<file path="config.mk">
export PLATFORM = sky130hd
export DESIGN_NAME = phase_slide_ctrl
export DESIGN_NICKNAME = d
export VERILOG_FILES = /design/src/rtl/phase_slide_ctrl.sv
export SDC_FILE = /design/constraint.sdc
export NUM_CORES = 1
export LEC_CHECK = 0
export ABC_AREA = 1
export BUFFER_PORTS_ARGS = -buffer_cell sky130_fd_sc_hd__buf_2
export CORE_MARGIN = 8
export CORE_UTILIZATION = 53
export DETAILED_ROUTE_END_ITERATION = 8
export PLACE_DENSITY = 0.73
export SLEW_MARGIN = 20
export SYNTH_ARGS = -nofsm -noshare
export SYNTH_HDL_FRONTEND = slang
export SYNTH_SLANG_ARGS = --single-unit
</file>
<file path="constraint.sdc">
create_clock -name clk -period 1.99 [get_ports clk]
set_input_delay 0.199 -clock clk [delete_from_list [all_inputs] [get_ports clk]]
set_output_delay 0.199 -clock clk [all_outputs]
set_load 0.01 [all_outputs]
</file>
<file path="src/rtl/phase_slide_ctrl.sv">
`timescale 1ns/1ps
module phase_slide_ctrl #(
  parameter int CLK_HZ    = 20_000_000,
  parameter int TICK_HZ   = 1_000_000,
  parameter int STEP_NS   = 200,
  parameter int LONG_MULT = 10
) (
  input  logic clk,
  input  logic rst_n,
  input  logic dir_i,
  input  logic go_i,
  input  logic rate10_i,
  input  logic free_i,
  output logic tick_o,
  output logic busy_o
);
  localparam int DIV = CLK_HZ / TICK_HZ;
  localparam int ADJ = (CLK_HZ / 1_000_000) * STEP_NS / 1000;
  localparam int CW  = $clog2(DIV + ADJ + 1);
  localparam int RW  = $clog2(LONG_MULT + 1);

  typedef enum logic [1:0] {S_IDLE, S_WAIT, S_RUN} st_t;

  st_t           st;
  logic [CW-1:0] cnt, modulus;
  logic          seen_one;
  logic [RW-1:0] remain;
  logic          dir_r, free_r;

  assign modulus = (st != S_RUN) ? CW'(DIV) :
                   dir_r         ? CW'(DIV + ADJ) : CW'(DIV - ADJ);
  assign tick_o  = (cnt == modulus - 1'b1);
  assign busy_o  = (st != S_IDLE);

  always_ff @(posedge clk) begin
    if (!rst_n)      cnt <= '0;
    else if (tick_o) cnt <= '0;
    else             cnt <= cnt + 1'b1;
  end

  always_ff @(posedge clk) begin
    if (!rst_n) begin
      st       <= S_IDLE;
      seen_one <= 1'b0;
      remain   <= '0;
      dir_r    <= 1'b0;
      free_r   <= 1'b0;
    end else begin
      case (st)
        S_IDLE: if (go_i || free_i) begin
          st       <= S_WAIT;
          seen_one <= 1'b0;
          dir_r    <= dir_i;
          free_r   <= free_i;
          remain   <= (rate10_i && !free_i) ? RW'(LONG_MULT) : RW'(1);
        end
        S_WAIT: if (tick_o) begin
          if (seen_one) st <= S_RUN;
          else          seen_one <= 1'b1;
        end
        S_RUN: if (tick_o) begin
          if (free_r && free_i)       st <= S_RUN;
          else if (remain <= RW'(1))  st <= S_IDLE;
          else                        remain <= remain - 1'b1;
        end
        default: st <= S_IDLE;
      endcase
    end
  end

  logic [CW:0] gap;
  always_ff @(posedge clk) begin
    if (!rst_n || tick_o) gap <= '0;
    else                  gap <= gap + 1'b1;
  end

  // every period has one of the three legal lengths
  p_period_legal_r3: assert property (@(posedge clk) disable iff (!rst_n)
    tick_o |-> (int'(gap) + 1 == DIV || int'(gap) + 1 == DIV - ADJ || int'(gap) + 1 == DIV + ADJ));

  // busy rises only on a request
  p_busy_rise_r7: assert property (@(posedge clk) disable iff (!rst_n)
    $rose(busy_o) |-> $past(go_i || free_i));

  // busy falls only right after a tick
  p_busy_fall_r7: assert property (@(posedge clk) disable iff (!rst_n)
    $fell(busy_o) |-> $past(tick_o));

  // a go pulse during an adjustment leaves the remaining count alone
  p_go_ignored_r8: assert property (@(posedge clk) disable iff (!rst_n)
    (st == S_RUN && go_i && !tick_o) |=> $stable(remain));

  // held free drive keeps the block busy
  p_free_hold_r9: assert property (@(posedge clk) disable iff (!rst_n)
    (st == S_RUN && free_r && free_i) |=> busy_o);
endmodule

</file>
Word level (Yosys, flattened, before mapping)

Cells that the tools add are included.

Add/sub/neg operators: 3
Bitwise operators: 1
Reductions and logical operators: 13
$lt $le $gt $ge: 1
Mux-type cells: 18
Eq/ne operators: 11

Operators with widths:

| cell                  | count |
|---|---|
| $mux W4               | 7 |
| $ne A2 B2 Y1 const B  | 7 |
| $mux W2               | 6 |
| $reduce_and A5 Y1     | 2 |
| $pmux W4 S2           | 1 |
| $pmux W2 S3           | 1 |
| $reduce_bool A2 Y1    | 3 |
| $add A5 B1 Y5 const B | 1 |
| $eq A5 B5 Y1          | 1 |
| $sub A5 B1 Y5 const B | 1 |
| $le A4 B1 Y1 const B  | 1 |
| $sub A4 B1 Y4 const B | 1 |
| $ne A3 B3 Y1 const B  | 1 |
| $reduce_and A3 Y1     | 1 |
| $eq A2 B1 Y1 const B  | 1 |
| $eq A2 B2 Y1 const B  | 1 |
| $logic_and A1 B1 Y1   | 2 |
| $logic_not A2 Y1      | 1 |
| $mux W1               | 2 |
| $pmux W1 S2           | 1 |
| $reduce_and A2 Y1     | 1 |
| $reduce_or A2 Y1      | 1 |
| $logic_not A1 Y1      | 1 |
| $logic_or A1 B1 Y1    | 1 |
| $not A1 Y1            | 1 |

Word-level logic and storage cells: 53
Register bits: 14
Output and inout bits: 2

Longest topological paths before layout

Gate-level depths: netlist (run 1).

Depth in word-level cells: 6
Gate-level depth with buffers: 11
Gate-level depth less buffers: 11

Worst setup path after synthesis (run 1)

OpenSTA, ideal clock, no wires.

Path kind: reg2reg
From: register remain[0]
To: register remain[0]
Data arrival time: 1177 ps
Path buffers: 0
Period minus slack after synthesis: 1291 ps
Library setup time: 114 ps
Required time: 1876 ps
Path slack: 699 ps
Stages on the path, launching flop included: 9
Path through: dfxtp_1 -> inv_1 -> ha_1 -> o211ai_1 -> o21ai_0 -> inv_2 -> nand2_4 -> a21oi_1 -> nor2_1

Cells in the longest elaborated chain, start to end: 5
Elaborated cells on any way between the ends: 8
Classes of those cells: add/sub: 1; order compare: 1; eq/ne: 1; mux: 4; reduce/logical: 1

RTL lines:

| element                | line | text |
|---|---|---|
| from (decl)            | 27   | `logic [RW-1:0] remain;` |
| from (signal assigned) | 55   | `remain <= (rate10_i && !free_i) ? RW'(LONG_MULT) : RW'(1);` |
| from (signal assigned) | 64   | `else remain <= remain - 1'b1;` |
| $sub A4 B1 Y4          | 64   |  |
| $mux W4                | 63   | `else if (remain <= RW'(1)) st <= S_IDLE;` |
| $mux W4                | 62   | `if (free_r && free_i) st <= S_RUN;` |
| $mux W4                | 61   | `S_RUN: if (tick_o) begin` |
| $pmux W4 S2            | 49   | `case (st)` |

Parallel ways exist; a longest one is shown, timed or not. The select of a mux whose other input is x is not followed.
A chain may end at the register's enable or synchronous reset.

Worst setup path in the final report (run 1)

From: register st[1]
To: output port tick_o

Cells in the longest elaborated chain, start to end: 4

RTL lines:

| element                | line | text |
|---|---|---|
| from (decl)            | 24   | `st_t st;` |
| from (signal assigned) | 43   | `st <= S_IDLE;` |
| from (signal assigned) | 51   | `st <= S_WAIT;` |
| from (signal assigned) | 58   | `if (seen_one) st <= S_RUN;` |
| $ne A2 B2 Y1           | 30   | `assign modulus = (st != S_RUN) ? CW'(DIV) :` |
| $mux W4                | 30   |  |
| $sub A5 B1 Y5          | 32   | `assign tick_o = (cnt == modulus - 1'b1);` |
| $eq A5 B5 Y1           | 32   |  |
| to (decl)              | 14   | `output logic tick_o,` |

Every way passes these cells.

==> impl_metrics.tcl, run 1 <==
set metrics [dict create \
    synth_area_um2 795 \
    path_delay_family "flip-flops" \
    ctsHoldBuffers 0 \
    finalNetCount 133 \
    maxSlewHeadroom 0.833 \
    ys_types 22 \
    final_util 0.600 \
    dieArea_um2 2990 \
    grt_max_degree 8 \
    rows 14 \
    first_global_vias 655 \
    cts_setup_buffers 0 \
    maxCapViolations 0 \
    final_cells 138 \
    dp_hpwl_um 1280 \
    wirelength_um 1630 \
    diodes 0 \
    finalWorstSetupSlack_ns 0.414 \
    crit_chain "nand2_2 > o21ai_1 > nand2_1 > nand2_4 > inv_1 > buf_2" \
    crit_buf_inv 2 \
    overflow 0 \
    core_um2 1450 \
    die_w_um 54.7 \
    wire_per_inst_um 11.8 \
    cp_slowest_cell "dfxtp_1" \
    mostFrequentLayoutCells "nand2_1, nor2_1, dfxtp_1, inv_1, nand3_1" \
    path_clk_slew_ns 0.08 \
    final-setup-viol-count 0 \
    drcViolationCount 0 \
    max-vdd-ir-drop_uv 498 \
    worst_skew_pair.late_latency_ns 0.27 \
    seq_area_frac_synth 0.353 \
    final_common_cell "nand2_1" \
    ios 8 \
    track_usage 0.125 \
    holdCritPathClass "primary input to flop" \
    critPathMaxFanout 6 \
    first_pass_iters 4 \
    fin_skew_ns 0.00136 \
    hold_violations 0 \
    syn_area_per_cell_um2 7.09 \
    synthCells 112 \
    num_vias 691 \
    place_inst 135 \
    start_kind "flop" \
    status "completed" \
    numCtsBuffers 3 \
    fmax_mhz 635 \
    cts-root-buf "clkbuf_4" \
    drv_slew 0 \
    ant_nets 0 \
    drive_gt1_frac 0.205 \
    die_y_um 54.7 \
    synth-seq-cells 14 \
    powerDensity_nw_per_um2 871 \
    cts_num_sinks 14 \
    yosysWarnings 0 \
    rsz0062_at_grt "false" \
    crit_path_max_incr_delay_ns 0.43 \
    min_period_ns 1.58 \
    cts_resized 0 \
    crit_type "flop to output port" \
    arrival_ns 1.38 \
    drt_iter0_drc 14 \
    gp_congestion 0.861 \
    start_util 0.546 \
    worstMarginPinSlew_ns 0.250 \
    ctsHtreeMaxLevel 1 \
    cp.required_ns 1.79 \
    min_period_over_period 0.792 \
    clk_path_buf_depth 2 \
    portBuffers 7 \
    synth_nets 121 \
    grt_pass1_wl_um 2690 \
    antenna_found_initial 0 \
    viasPerCell 5.01 \
    dp_slack_ns 0.579 \
    areaGrowthSynthToFinish_pct 9.76 \
    leakagePower_nw 0.409 \
    fin_tns_setup_ns 0 \
    end_kind "output port" \
    cts_tree "done" \
]
## Yosys cell counts
library cell,instances,area [µm²]
nand2_1,18,67.6
nor2_4,2,22.5
o31ai_1,1,7.51
o21ai_0,6,30.0
xnor2_1,2,17.5
nand2_2,4,25.0
dfxtp_1,14,280
nand3_1,9,45.0
a21oi_2,1,8.76
nand2_4,3,33.8
xor2_1,1,8.76
inv_2,4,15.0
o21ai_1,1,5.00
a32o_1,1,10.0
o211ai_1,1,7.51
ha_1,3,37.5
inv_1,13,48.8
nor2_2,1,6.26
a31oi_1,1,6.26
nor3b_1,1,7.51
a21oi_1,8,40.0
nor2_1,17,63.8
## area by class of cell
class                      count  area, µm²
clock buffer                   3       22.5
inverter                      17       63.8
timing repair buffer           7       35.0
sequential                    14        280
multi-input combinational     81        450
tap                           16       20.0
fill                         134        582
## through the flow
stage | total power [mW] | instance area, µm² | hold WS, ns
after global routing | 0.821 | 872 | 0.188
after CTS | 0.766 | 872 | 0.169
final | 0.760 | 872 | 0.170
after floorplan | 0.549 | 795 | 0.322
after detailed placement | 0.608 | 850 | 0.444
after global placement | 0.604 | 850 | 0.436
## power by group
group          total (mW)  internal (mW)  switching [mW]
Sequential          0.345          0.312          0.0331
Combinational       0.259         0.0958           0.163
Clock               0.156         0.0701          0.0858
Total               0.760          0.478           0.282
## metal layers
metal  share of wire  up-vias  GRT usage
met2            0.46        9      0.204
li1                -      380          -
met5               0        -          0
met3           0.044        4     0.0326
met4           0.016        0     0.0738
met1            0.48      298      0.142
## registers in the layout, indices dropped and copies added (netlist names)
| signal | flops |
|---|---|
| cnt | 5 |
| dir_r | 1 |
| free_r | 1 |
| remain | 4 |
| seen_one | 1 |
| st | 2 |
## cells by family after synthesis
| kind of cell | after synthesis | share of synthesized area |
|---|---|---|
| AO/OA/AOI/OAI | 20 | 0.145 |
| XOR/XNOR | 3 | 0.0331 |
| adder cells (fa/ha/maj) | 3 | 0.0472 |
| buffers and inverters | 17 | 0.0803 |
| flip-flops | 14 | 0.353 |
| AND/OR/NAND/NOR | 55 | 0.342 |
## final timing paths
check / from / end / slack (ns) / cells after the start
setup / recovery: st[1]$_SDFFE_PN0P_ / tick_o / 0.41 / 6
hold / removal: dir_i / dir_r$_SDFFE_PN0P_ / 0.17 / 3
setup reg to reg: remain[0]$_SDFFE_PN0P_ / remain[0]$_SDFFE_PN0P_ / 0.54 / 8
hold reg to reg: cnt[0]$_SDFF_PP0_ / cnt[0]$_SDFF_PP0_ / 0.46 / 1
## worst reg2reg max path, cell delays in order, from the launching register on
cell,delay [ns]
dfxtp_1,0.37
inv_1,0.09
ha_1,0.24
o211ai_1,0.17
o21ai_0,0.12
inv_2,0.11
nand2_4,0.07
a21oi_1,0.13
nor2_1,0.05
Note: power is estimated with default switching activity, not from simulation.
==> run 2: changes to the inputs <==
--- a/config.mk
+++ b/config.mk
@@ -5,12 +5,12 @@
 export SDC_FILE = /design/constraint.sdc
 export NUM_CORES = 1
 export LEC_CHECK = 0
-export ABC_AREA = 1
+export ABC_AREA = 0
 export BUFFER_PORTS_ARGS = -buffer_cell sky130_fd_sc_hd__buf_2
 export CORE_MARGIN = 8
-export CORE_UTILIZATION = 53
+export CORE_UTILIZATION = 49
 export DETAILED_ROUTE_END_ITERATION = 8
-export PLACE_DENSITY = 0.73
+export PLACE_DENSITY = 0.71
 export SLEW_MARGIN = 20
 export SYNTH_ARGS = -nofsm -noshare
 export SYNTH_HDL_FRONTEND = slang
==> constraint.sdc (replaced) <==
create_clock -name clk -period 1.3 [get_ports clk]
set_input_delay 0.13 -clock clk [delete_from_list [all_inputs] [get_ports clk]]
set_output_delay 0.13 -clock clk [all_outputs]
set_load 0.01 [all_outputs]
==> run 2 against run 1 <==
- cell area increased by 33%
- non-clock buffer count rose by 23
- sequential share of layout area shrank 6.8 points
- sequential power rose by 39%
- critical endpoint unchanged
- clock power increased by 61%
- worst setup slack lost 0.64 ns
- synthesized area is 4.9% lower
- the run now ends with negative setup slack left
- worst hold slack got worse by 0.067 ns
- clock skew grew 0.0026 ns
- cell count is 2.2% lower
- combinational power barely moved
==> impl_metrics.tcl, run 2 <==
set metrics [dict create \
    synth-async-reset-ratio 0 \
    finalNetCount 130 \
    syn_area_per_cell_um2 8.69 \
    maxSlewHeadroom 0.706 \
    worstMarginPinSlew_ns 0.439 \
    num_vias 775 \
    rows 14 \
    viasPerCell 5.74 \
    dieArea_um2 3050 \
    clkPwrFrac 0.253 \
    drv_slew 0 \
    worstReg2RegEnd "remain[0]$_SDFFE_PN0P_" \
    grt_max_degree 9 \
    rr_worst_depth 6 \
    hold_end "dir_r$_SDFFE_PN0P_" \
    start_kind "flop" \
    fin_skew_ns 0.00399 \
    leakagePower_nw 0.477 \
    synthFlopType "dfxtp_1" \
    whs_ns 0.102 \
    holdPathStages 3 \
    status "finished, violations left" \
    r2r_start "remain[0]$_SDFFE_PN0P_" \
    yosys.area.top_type_share 0.371 \
    dp_hpwl_um 1310 \
    final-setup-viol-count 12 \
    synth_area_um2 756 \
    finalWorstSetupSlack_ns -0.225 \
    cts_tree "done" \
    first_pass_iters 4 \
    hold_start "dir_i" \
    top_register "cnt" \
    p_sw_frac 0.288 \
    numCtsBuffers 3 \
    min_period_ns 1.53 \
    arrival_ns 1.40 \
    yosys.area.top_type "dfxtp_1" \
    total_power_mw 0.993 \
    placed_cell_area_um2 947 \
    path_clk_slew_ns 0.09 \
    hold_violations 0 \
    areaGrowthSynthToFinish_pct 53.5 \
    drive_gt1_frac 0.597 \
    p_int_mw 0.708 \
    cts-root-buf "clkbuf_4" \
    end_kind "output port" \
    crit_type "flop to output port" \
    synthTopCellsByArea "dfxtp_1, nor2_1, ha_1" \
    largest_reg_flops 5 \
    ant_nets 0 \
    reg_top3 "cnt: 5 flops, remain: 4 flops, st: 2 flops" \
    seq_area_frac_synth 0.371 \
    synth_nets 96 \
    die_y_um 55.3 \
    synth-edff-count 0 \
    fmax_mhz 656 \
    yosysWarnings 0 \
    drcViolationCount 0 \
    antenna_found_initial 0 \
    holdCritPathClass "primary input to flop" \
    clk_path_buf_depth 2 \
    stdcell_area_um2 1160 \
    synthCells 87 \
    seqPwrFrac 0.485 \
    gp_congestion 0.850 \
    core_um2 1470 \
    grt_pass1_wl_um 3450 \
    overflow 0 \
    yosysMostFrequentCell "dfxtp_1" \
    maxCapViolations 0 \
    violations "negative setup slack" \
    ff2ff_setup_slack_ns -0.16 \
    portBuffers 7 \
    drt_iter0_drc 21 \
    track_usage 0.132 \
    worst_skew_pair.late_latency_ns 0.28 \
    combPwrFrac 0.263 \
    cts_num_sinks 14 \
    synth_commonest_cells "dfxtp_1, nor2_1, inv_1, nand2_1, nand3_1" \
    wire_per_inst_um 15.4 \
    synth-seq-cells 14 \
    final_cells 135 \
    die_w_um 55.3 \
    rsz0062_at_grt "true" \
    critPathMaxFanout 2 \
    max-vdd-ir-drop_uv 557 \
    dp_slack_ns -0.187 \
    diodes 0 \
    start_util 0.514 \
    place_inst 125 \
    first_global_vias 792 \
    ys_types 36 \
    mostFrequentLayoutCells "buf_4, dfxtp_2, nor2_1, buf_2" \
    min_period_over_period 1.17 \
    powerDensity_nw_per_um2 856 \
    ctsHtreeMaxLevel 1 \
    final_common_cell "buf_4" \
    wirelength_um 2080 \
    cp.required_ns 1.17 \
    ios 8 \
    p_switching_mw 0.286 \
]
## run 2: cell count changes in the layout (fill, tap and decap cells not counted), sizes merged, moves of 2 or more
cell / before / now
a21oi: 9 / 4
a22oi: 0 / 2
and3: 0 / 2
and3b: 0 / 2
buf: 7 / 30
inv: 17 / 6
mux2i: 0 / 3
nand2: 25 / 6
nand3: 9 / 6
nor2: 20 / 12
o21ai: 7 / 4
## run 2: cell type report
| type | count | area [µm²] |
|---|---|---|
| clock buffer | 3 | 22.5 |
| fill | 95 | 312 |
| inverter | 6 | 25.0 |
| multi-input combinational | 66 | 576 |
| sequential | 14 | 294 |
| tap | 16 | 20.0 |
| timing repair buffer | 30 | 223 |
## run 2: metrics by stage
stage / TNS [ns] / util
after global routing: -2.22 / 0.788
after global placement: -1.08 / 0.644
after CTS: -1.09 / 0.736
after detailed placement: -1.69 / 0.644
final: -1.56 / 0.788
after floorplan: -0.170 / -
## run 2: worst max-delay path by stage
| stage | slack (ns) | cells after the start | startpoint | to |
|---|---|---|---|---|
| finish | -0.23 | 6 | cnt[1]$_SDFF_PP0_ | tick_o |
| global route | -0.28 | 6 | cnt[1]$_SDFF_PP0_ | tick_o |
| CTS | -0.20 | 6 | cnt[1]$_SDFF_PP0_ | tick_o |
| detailed placement | -0.19 | 6 | cnt[0]$_SDFF_PP0_ | cnt[3]$_SDFF_PP0_ |
| global placement | -0.13 | 6 | remain[0]$_SDFFE_PN0P_ | remain[3]$_SDFFE_PN0P_ |
| floorplan | -0.06 | 6 | remain[1]$_SDFFE_PN0P_ | remain[3]$_SDFFE_PN0P_ |
## run 2: critical path, stage by stage (launching register included)
cell and delay, ns:
dfxtp_2 0.34, ha_4 0.16, buf_6 0.11, and4bb_2 0.23, nand2_2 0.07, o21ai_2 0.05
buf_2 0.14
## run 2: layer usage
layer | GRT usage | wire length (µm) | vias to the layer above
met5 | 0 | 0 | -
met4 | 0.0634 | 38 | 0
met3 | 0.0274 | 64 | 5
met2 | 0.231 | 1030 | 15
met1 | 0.147 | 947 | 376
li1 | - | - | 379
## run 2: repair_timing
item | in CTS | in global routing
buffers inserted | 6 | 2
pin swaps | 10 | 8
hold buffers | 0 | 0
resized for setup | 16 | 22
setup endpoints to repair | 13 | 15
## run 2: power groups by stage
stage / logic, mW / registers [mW] / clock network (mW)
finish: 0.261 / 0.481 / 0.251
global placement: 0.178 / 0.481 / 0
CTS: 0.215 / 0.478 / 0.252
global route: 0.284 / 0.485 / 0.270
detailed placement: 0.182 / 0.483 / 0
floorplan: 0.0988 / 0.482 / 0
## run 2: logic make-up after synthesis
group | synth area share
flip-flops | 0.371
adder cells (fa/ha/maj) | 0.0497
XOR/XNOR | 0.0348
buffers and inverters | 0.0447
AND/OR/NAND/NOR | 0.272
multiplexers | 0.0397
AO/OA/AOI/OAI | 0.189
